==> config.mk <==
export PLATFORM = sky130hd
export DESIGN_NAME = vci_ram_target
export DESIGN_NICKNAME = d
export VERILOG_FILES = /design/src/rtl/vram_pkg.sv /design/src/rtl/vram_ctrl.sv /design/src/rtl/vram_store.sv /design/src/rtl/vram_rsp.sv /design/src/rtl/vci_ram_target.sv
export SDC_FILE = /design/constraint.sdc
export NUM_CORES = 2
export LEC_CHECK = 0
export ABC_AREA = 1
export CORE_UTILIZATION = 56
export DETAILED_ROUTE_END_ITERATION = 10
export PLACE_DENSITY = 0.75
export SYNTH_ARGS = -nofsm -noshare
export SYNTH_HDL_FRONTEND = slang
export SYNTH_SLANG_ARGS = --single-unit
export TNS_END_PERCENT = 20
==> constraint.sdc <==
create_clock -name clk -period 2.6 [get_ports clk]
set_input_delay 0.52 -clock clk [delete_from_list [all_inputs] [get_ports clk]]
set_output_delay 0.52 -clock clk [all_outputs]
set_load 0.03 [all_outputs]
==> src/rtl/vram_pkg.sv <==
package vram_pkg;
  typedef enum logic [1:0] {
    ST_IDLE = 2'd0,
    ST_MID  = 2'd1,
    ST_LAST = 2'd2
  } vram_state_e;

  localparam logic [1:0] CODE_WRITE = 2'b10;
endpackage

==> src/rtl/vram_ctrl.sv <==
module vram_ctrl
  import vram_pkg::*;
(
  input  logic clk,
  input  logic rst_n,
  input  logic cmd_val,
  input  logic cmd_last,
  input  logic rsp_ack,
  output logic cmd_ack,
  output logic rsp_val,
  output logic rsp_last,
  output logic accept
);
  vram_state_e state_q, state_d;

  always_comb begin
    state_d = state_q;
    case (state_q)
      ST_IDLE: if (cmd_val) state_d = cmd_last ? ST_LAST : ST_MID;
      ST_MID, ST_LAST: if (rsp_ack) state_d = ST_IDLE;
      default: state_d = ST_IDLE;
    endcase
  end

  always_ff @(posedge clk) begin
    if (!rst_n) state_q <= ST_IDLE;
    else        state_q <= state_d;
  end

  // Moore outputs: decoded from the state register only
  assign cmd_ack  = (state_q == ST_IDLE);
  assign rsp_val  = (state_q == ST_MID) || (state_q == ST_LAST);
  assign rsp_last = (state_q == ST_LAST);
  assign accept   = cmd_val && cmd_ack;

  assert_reset_idle_R1: assert property (@(posedge clk)
    !rst_n |=> cmd_ack && !rsp_val);

  assert_accept_eop_R3: assert property (@(posedge clk) disable iff (!rst_n)
    cmd_val && cmd_ack |=> rsp_val && (rsp_last == $past(cmd_last)));

  assert_hold_R4: assert property (@(posedge clk) disable iff (!rst_n)
    rsp_val && !rsp_ack |=> rsp_val && $stable(rsp_last) && !cmd_ack);

  assert_release_R4: assert property (@(posedge clk) disable iff (!rst_n)
    rsp_val && rsp_ack |=> cmd_ack && !rsp_val);
endmodule

==> src/rtl/vram_store.sv <==
module vram_store #(
  parameter int DATA_W = 32,
  parameter int DEPTH  = 64,
  localparam int IDX_W = $clog2(DEPTH),
  localparam int BE_W  = DATA_W / 8
) (
  input  logic              clk,
  input  logic              wr_en,
  input  logic [IDX_W-1:0]  wr_idx,
  input  logic [DATA_W-1:0] wr_data,
  input  logic [BE_W-1:0]   wr_be,
  input  logic [IDX_W-1:0]  rd_idx,
  output logic [DATA_W-1:0] rd_data
);
  // One independent byte-wide array per lane
  for (genvar g = 0; g < BE_W; g++) begin : g_lane
    logic [7:0] lane_mem [DEPTH];

    always_ff @(posedge clk) begin
      if (wr_en && wr_be[g]) lane_mem[wr_idx] <= wr_data[g*8 +: 8];
    end

    assign rd_data[g*8 +: 8] = lane_mem[rd_idx];
  end
endmodule

==> src/rtl/vram_rsp.sv <==
module vram_rsp #(
  parameter int DATA_W  = 32,
  parameter int SRCID_W = 8,
  parameter int TRDID_W = 1,
  parameter int PKTID_W = 1
) (
  input  logic               clk,
  input  logic               rst_n,
  input  logic               load,
  input  logic [DATA_W-1:0]  rdata_d,
  input  logic               err_d,
  input  logic [SRCID_W-1:0] srcid_d,
  input  logic [TRDID_W-1:0] trdid_d,
  input  logic [PKTID_W-1:0] pktid_d,
  output logic [DATA_W-1:0]  rdata_q,
  output logic               err_q,
  output logic [SRCID_W-1:0] srcid_q,
  output logic [TRDID_W-1:0] trdid_q,
  output logic [PKTID_W-1:0] pktid_q
);
  always_ff @(posedge clk) begin
    if (!rst_n) begin
      rdata_q <= '0;
      err_q   <= 1'b0;
      srcid_q <= '0;
      trdid_q <= '0;
      pktid_q <= '0;
    end else if (load) begin
      rdata_q <= rdata_d;
      err_q   <= err_d;
      srcid_q <= srcid_d;
      trdid_q <= trdid_d;
      pktid_q <= pktid_d;
    end
  end
endmodule

==> src/rtl/vci_ram_target.sv <==
module vci_ram_target
  import vram_pkg::*;
#(
  parameter int ADDR_W  = 32,
  parameter int DATA_W  = 32,
  parameter int DEPTH   = 64,
  parameter int PLEN_W  = 8,
  parameter int SRCID_W = 8,
  parameter int TRDID_W = 1,
  parameter int PKTID_W = 1
) (
  input  logic               clk,
  input  logic               rst_n,
  input  logic               cmd_val,
  output logic               cmd_ack,
  input  logic [ADDR_W-1:0]  cmd_addr,
  input  logic [DATA_W-1:0]  cmd_wdata,
  input  logic [DATA_W/8-1:0] cmd_be,
  input  logic [1:0]         cmd_code,
  input  logic [PLEN_W-1:0]  cmd_plen,
  input  logic               cmd_eop,
  input  logic [SRCID_W-1:0] cmd_srcid,
  input  logic [TRDID_W-1:0] cmd_trdid,
  input  logic [PKTID_W-1:0] cmd_pktid,
  output logic               rsp_val,
  input  logic               rsp_ack,
  output logic [DATA_W-1:0]  rsp_rdata,
  output logic               rsp_err,
  output logic               rsp_eop,
  output logic [SRCID_W-1:0] rsp_srcid,
  output logic [TRDID_W-1:0] rsp_trdid,
  output logic [PKTID_W-1:0] rsp_pktid
);
  localparam int BE_W  = DATA_W / 8;
  localparam int OFF_W = $clog2(BE_W);
  localparam int IDX_W = $clog2(DEPTH);
  localparam logic [ADDR_W-1:0] SPAN = ADDR_W'(DEPTH * BE_W);

  logic              accept;
  logic              in_range;
  logic              wr_en;
  logic [IDX_W-1:0]  word_idx;
  logic [DATA_W-1:0] store_rd;
  logic [DATA_W-1:0] rd_sel;

  assign in_range = (cmd_addr < SPAN);
  assign word_idx = cmd_addr[OFF_W +: IDX_W];
  assign wr_en    = accept && in_range && (cmd_code == CODE_WRITE);
  assign rd_sel   = in_range ? store_rd : '0;

  vram_ctrl u_ctrl (
    .clk      (clk),
    .rst_n    (rst_n),
    .cmd_val  (cmd_val),
    .cmd_last (cmd_eop),
    .rsp_ack  (rsp_ack),
    .cmd_ack  (cmd_ack),
    .rsp_val  (rsp_val),
    .rsp_last (rsp_eop),
    .accept   (accept)
  );

  vram_store #(.DATA_W(DATA_W), .DEPTH(DEPTH)) u_store (
    .clk     (clk),
    .wr_en   (wr_en),
    .wr_idx  (word_idx),
    .wr_data (cmd_wdata),
    .wr_be   (cmd_be),
    .rd_idx  (word_idx),
    .rd_data (store_rd)
  );

  vram_rsp #(
    .DATA_W(DATA_W), .SRCID_W(SRCID_W), .TRDID_W(TRDID_W), .PKTID_W(PKTID_W)
  ) u_rsp (
    .clk     (clk),
    .rst_n   (rst_n),
    .load    (accept),
    .rdata_d (rd_sel),
    .err_d   (!in_range),
    .srcid_d (cmd_srcid),
    .trdid_d (cmd_trdid),
    .pktid_d (cmd_pktid),
    .rdata_q (rsp_rdata),
    .err_q   (rsp_err),
    .srcid_q (rsp_srcid),
    .trdid_q (rsp_trdid),
    .pktid_q (rsp_pktid)
  );

  // Packet length is carried for the initiator's framing; it must be nonzero
  assert_plen_nonzero_R3: assert property (@(posedge clk) disable iff (!rst_n)
    cmd_val && cmd_ack |-> cmd_plen != '0);

  assert_err_range_R7: assert property (@(posedge clk) disable iff (!rst_n)
    cmd_val && cmd_ack |=> rsp_err == ($past(cmd_addr) >= SPAN));

  assert_tag_echo_R8: assert property (@(posedge clk) disable iff (!rst_n)
    cmd_val && cmd_ack |=> rsp_srcid == $past(cmd_srcid)
      && rsp_trdid == $past(cmd_trdid) && rsp_pktid == $past(cmd_pktid));

  assert_rsp_frozen_R6: assert property (@(posedge clk) disable iff (!rst_n)
    rsp_val && !rsp_ack |=> $stable(rsp_rdata) && $stable(rsp_err)
      && $stable(rsp_srcid) && $stable(rsp_trdid) && $stable(rsp_pktid));
endmodule

==> qor.yml <==
dp_hpwl_mm: 170.0
netlist_instances: 8293
setup-tns-final_ns: 0
relSlewSlack_pct: 53.34
cts_tree: "done"
p_leak_nw: 41.08
syn_area_per_cell_um2: 10.54
drtIter0Drc: 8717
critPathMaxFanout: 2
whs_path_depth: 1
synth-main-ff-cell: "edfxtp_1"
r2r_slack_ns: 0.08
post_drt_wl_per_cell_um: 23.14
cts_max_path_buffers: 3
worstReg2RegEnd: "u_store.g_lane[3].lane_mem[18][4]"
fin_area_um2: 102100
ys_types: 27
final_common_cell: "nand2_1"
vias_per_cell: 5.644
yosysWarnings: 0
finalSetupViolCount: 0
powerDensity_nw_per_um2: 687.2
antenna_found_initial: 32
layout_common_cells: "3376 x nand2_1, 2048 x edfxtp_1, 697 x inv_1"
hold_class: "input pin to register"
start_util_pct: 56.55
cts-buffers-inserted: 196
wirelength_mm: 255.9
syn_area_um2: 87420
synth_nets: 8388
grt_use_total_pct: 32.53
fmax_mhz: 388.6
antenna_left: 0
grt_pass1_vias: 60090
critPathBufInv: 1
hold_viol: 0
critical_path_depth: 1
grt_pass1_wl_mm: 372.7
setup.worst_path.start: "u_rsp.rdata_q[14]"
crit_chain: "clkdlybuf4s50_1"
gp_congestion: 0.9769
drc: 0
reg2regPathDepth: 13
place_ws_ns: -0.4304
rows: 144
clkTransAtPathRegs_ns: 0.07
crit_family: "buffers and inverters"
cts_root_buf: "clkbuf_16"
design.die.area_um2: 157700
insertion_delay_ns: 0.84
coreArea_um2: 154600
synth_edf_count: 2048
rsz0062_at_grt: "no"
post-route-util_pct: 66.05
min_period_ns: 2.573
critical_path.max_stage_delay_ns: 0.78
nets: 8935
drv_slew: 0
maxCapViolCount: 0
max-vdd-ir-drop_v: 0.0006879
num_io_pins: 139
fin_crit_sh_pct: 98.97
async_flop_share_pct: 0
numPortBuffers: 128
first_pass_iters: 6
grt_start_max_net_pins: 128
start_kind: "register"
slowest_stage: "clkdlybuf4s50_1"
fin_ws_ns: 0.02680
vias: 62420
cp.required_ns: 2.08
worstPathArrival_ns: 2.05
syn_to_final_growth_pct: 16.80
synth-seq-cells: 2093
status: "finished, final reports clean"
h-tree-depth: 4
worstSetupEndpointType: "output port"
drive_gt1_share_pct: 11.33
worst_pin_slew_ns: 0.6999
overflow: 0
fin_skew_ns: 0.02599
fp.dieH_um: 397.1
r2r_start: "u_ctrl.state_q[0]"
crit_type: "register to output port"
dpl_cell_area_um2: 95560
die_w_um: 397.1
cp-endpoint: "rsp_rdata[14]"
ys_seq_area_share_pct: 71.38
clock-sinks: 2093
## how the worst min path moves through the flow
stage | startpoint | end
after detailed placement | u_ctrl.state_q[0] | u_ctrl.state_q[0]
after CTS | cmd_wdata[30] | u_store.g_lane[3].lane_mem[18][6]
final | cmd_wdata[16] | u_store.g_lane[2].lane_mem[21][0]
after global routing | cmd_wdata[30] | u_store.g_lane[3].lane_mem[18][6]
after global placement | u_ctrl.state_q[0] | u_ctrl.state_q[0]
after floorplan | u_ctrl.state_q[0] | u_ctrl.state_q[0]
## per-stage QoR
stage / hold slack (ns) / total power (W) / std cells
3_5_place_dp: 0.4619 / 0.04187 / 10690
3_3_place_gp: 0.4511 / 0.04183 / 10690
4_1_cts: 0.05690 / 0.07027 / 11050
5_1_grt: 0.07556 / 0.07187 / 11050
6_report: 0.1038 / 0.07017 / 11060
2_1_floorplan: 0.4402 / 0.03972 / 8293
## layout make-up
cell class              count  area [µm²]
multi-input cells        5061       20590
clock buffers             246        5204
repair buffers            785        7360
well taps                2044        2557
inverters                 703        2659
fillers                 11150       52480
flip-flops and latches   2093       62400
clock inverters           117        1313
diodes                     10       25.02
## power by group
| group | total (W) | switching [W] | internal (W) |
|---|---|---|---|
| sequential | 0.0370 | 0.00000973 | 0.0370 |
| clock | 0.0289 | 0.0124 | 0.0165 |
| combinational | 0.00424 | 0.00306 | 0.00118 |
| total | 0.0702 | 0.0155 | 0.0547 |
## registers in the layout, indices dropped and copies added, names as in the netlist
register / count
u_ctrl.state_q: 2
u_rsp.err_q: 1
u_rsp.pktid_q: 1
u_rsp.rdata_q: 32
u_rsp.srcid_q: 8
u_rsp.trdid_q: 1
u_store.g_lane.lane_mem: 2048
## Yosys cell counts, types with 15 or more instances
master | instances | area, µm²
inv_1 | 700 | 2628
buf_4 | 15 | 112.6
nand2_1 | 3378 | 12680
buf_1 | 30 | 112.6
buf_2 | 167 | 835.8
clkbuf_1 | 223 | 837.1
nand3_1 | 549 | 2748
edfxtp_1 | 2048 | 61500
a31oi_1 | 29 | 181.4
dfxtp_1 | 45 | 900.9
o21ai_0 | 233 | 1166
nor2_1 | 676 | 2537
nand4_1 | 100 | 625.6
a21oi_1 | 66 | 330.3
## cell families after synthesis
group           after synthesis  share of synthesized area [%]
buf+inv                    1139                          5.195
compound gates              330                          1.936
flops                      2093                          71.38
fa+ha+maj                     2                        0.02862
simple gates               4729                          21.46
## layer usage
metal,global-route usage (%),vias up,part of all wire [%]
met2,49.18,3871,44
met5,0,-,0.062
met3,8.507,705,12
li1,-,28320,-
met1,42.27,29490,37
met4,19.96,24,6.7
## repair_timing
action,in CTS,in global routing
setup buffers,0,0
gates resized for setup,16,8
setup endpoints to repair,16,1547
hold buffers,0,0
No activity file was read; power rests on OpenSTA's default activity.
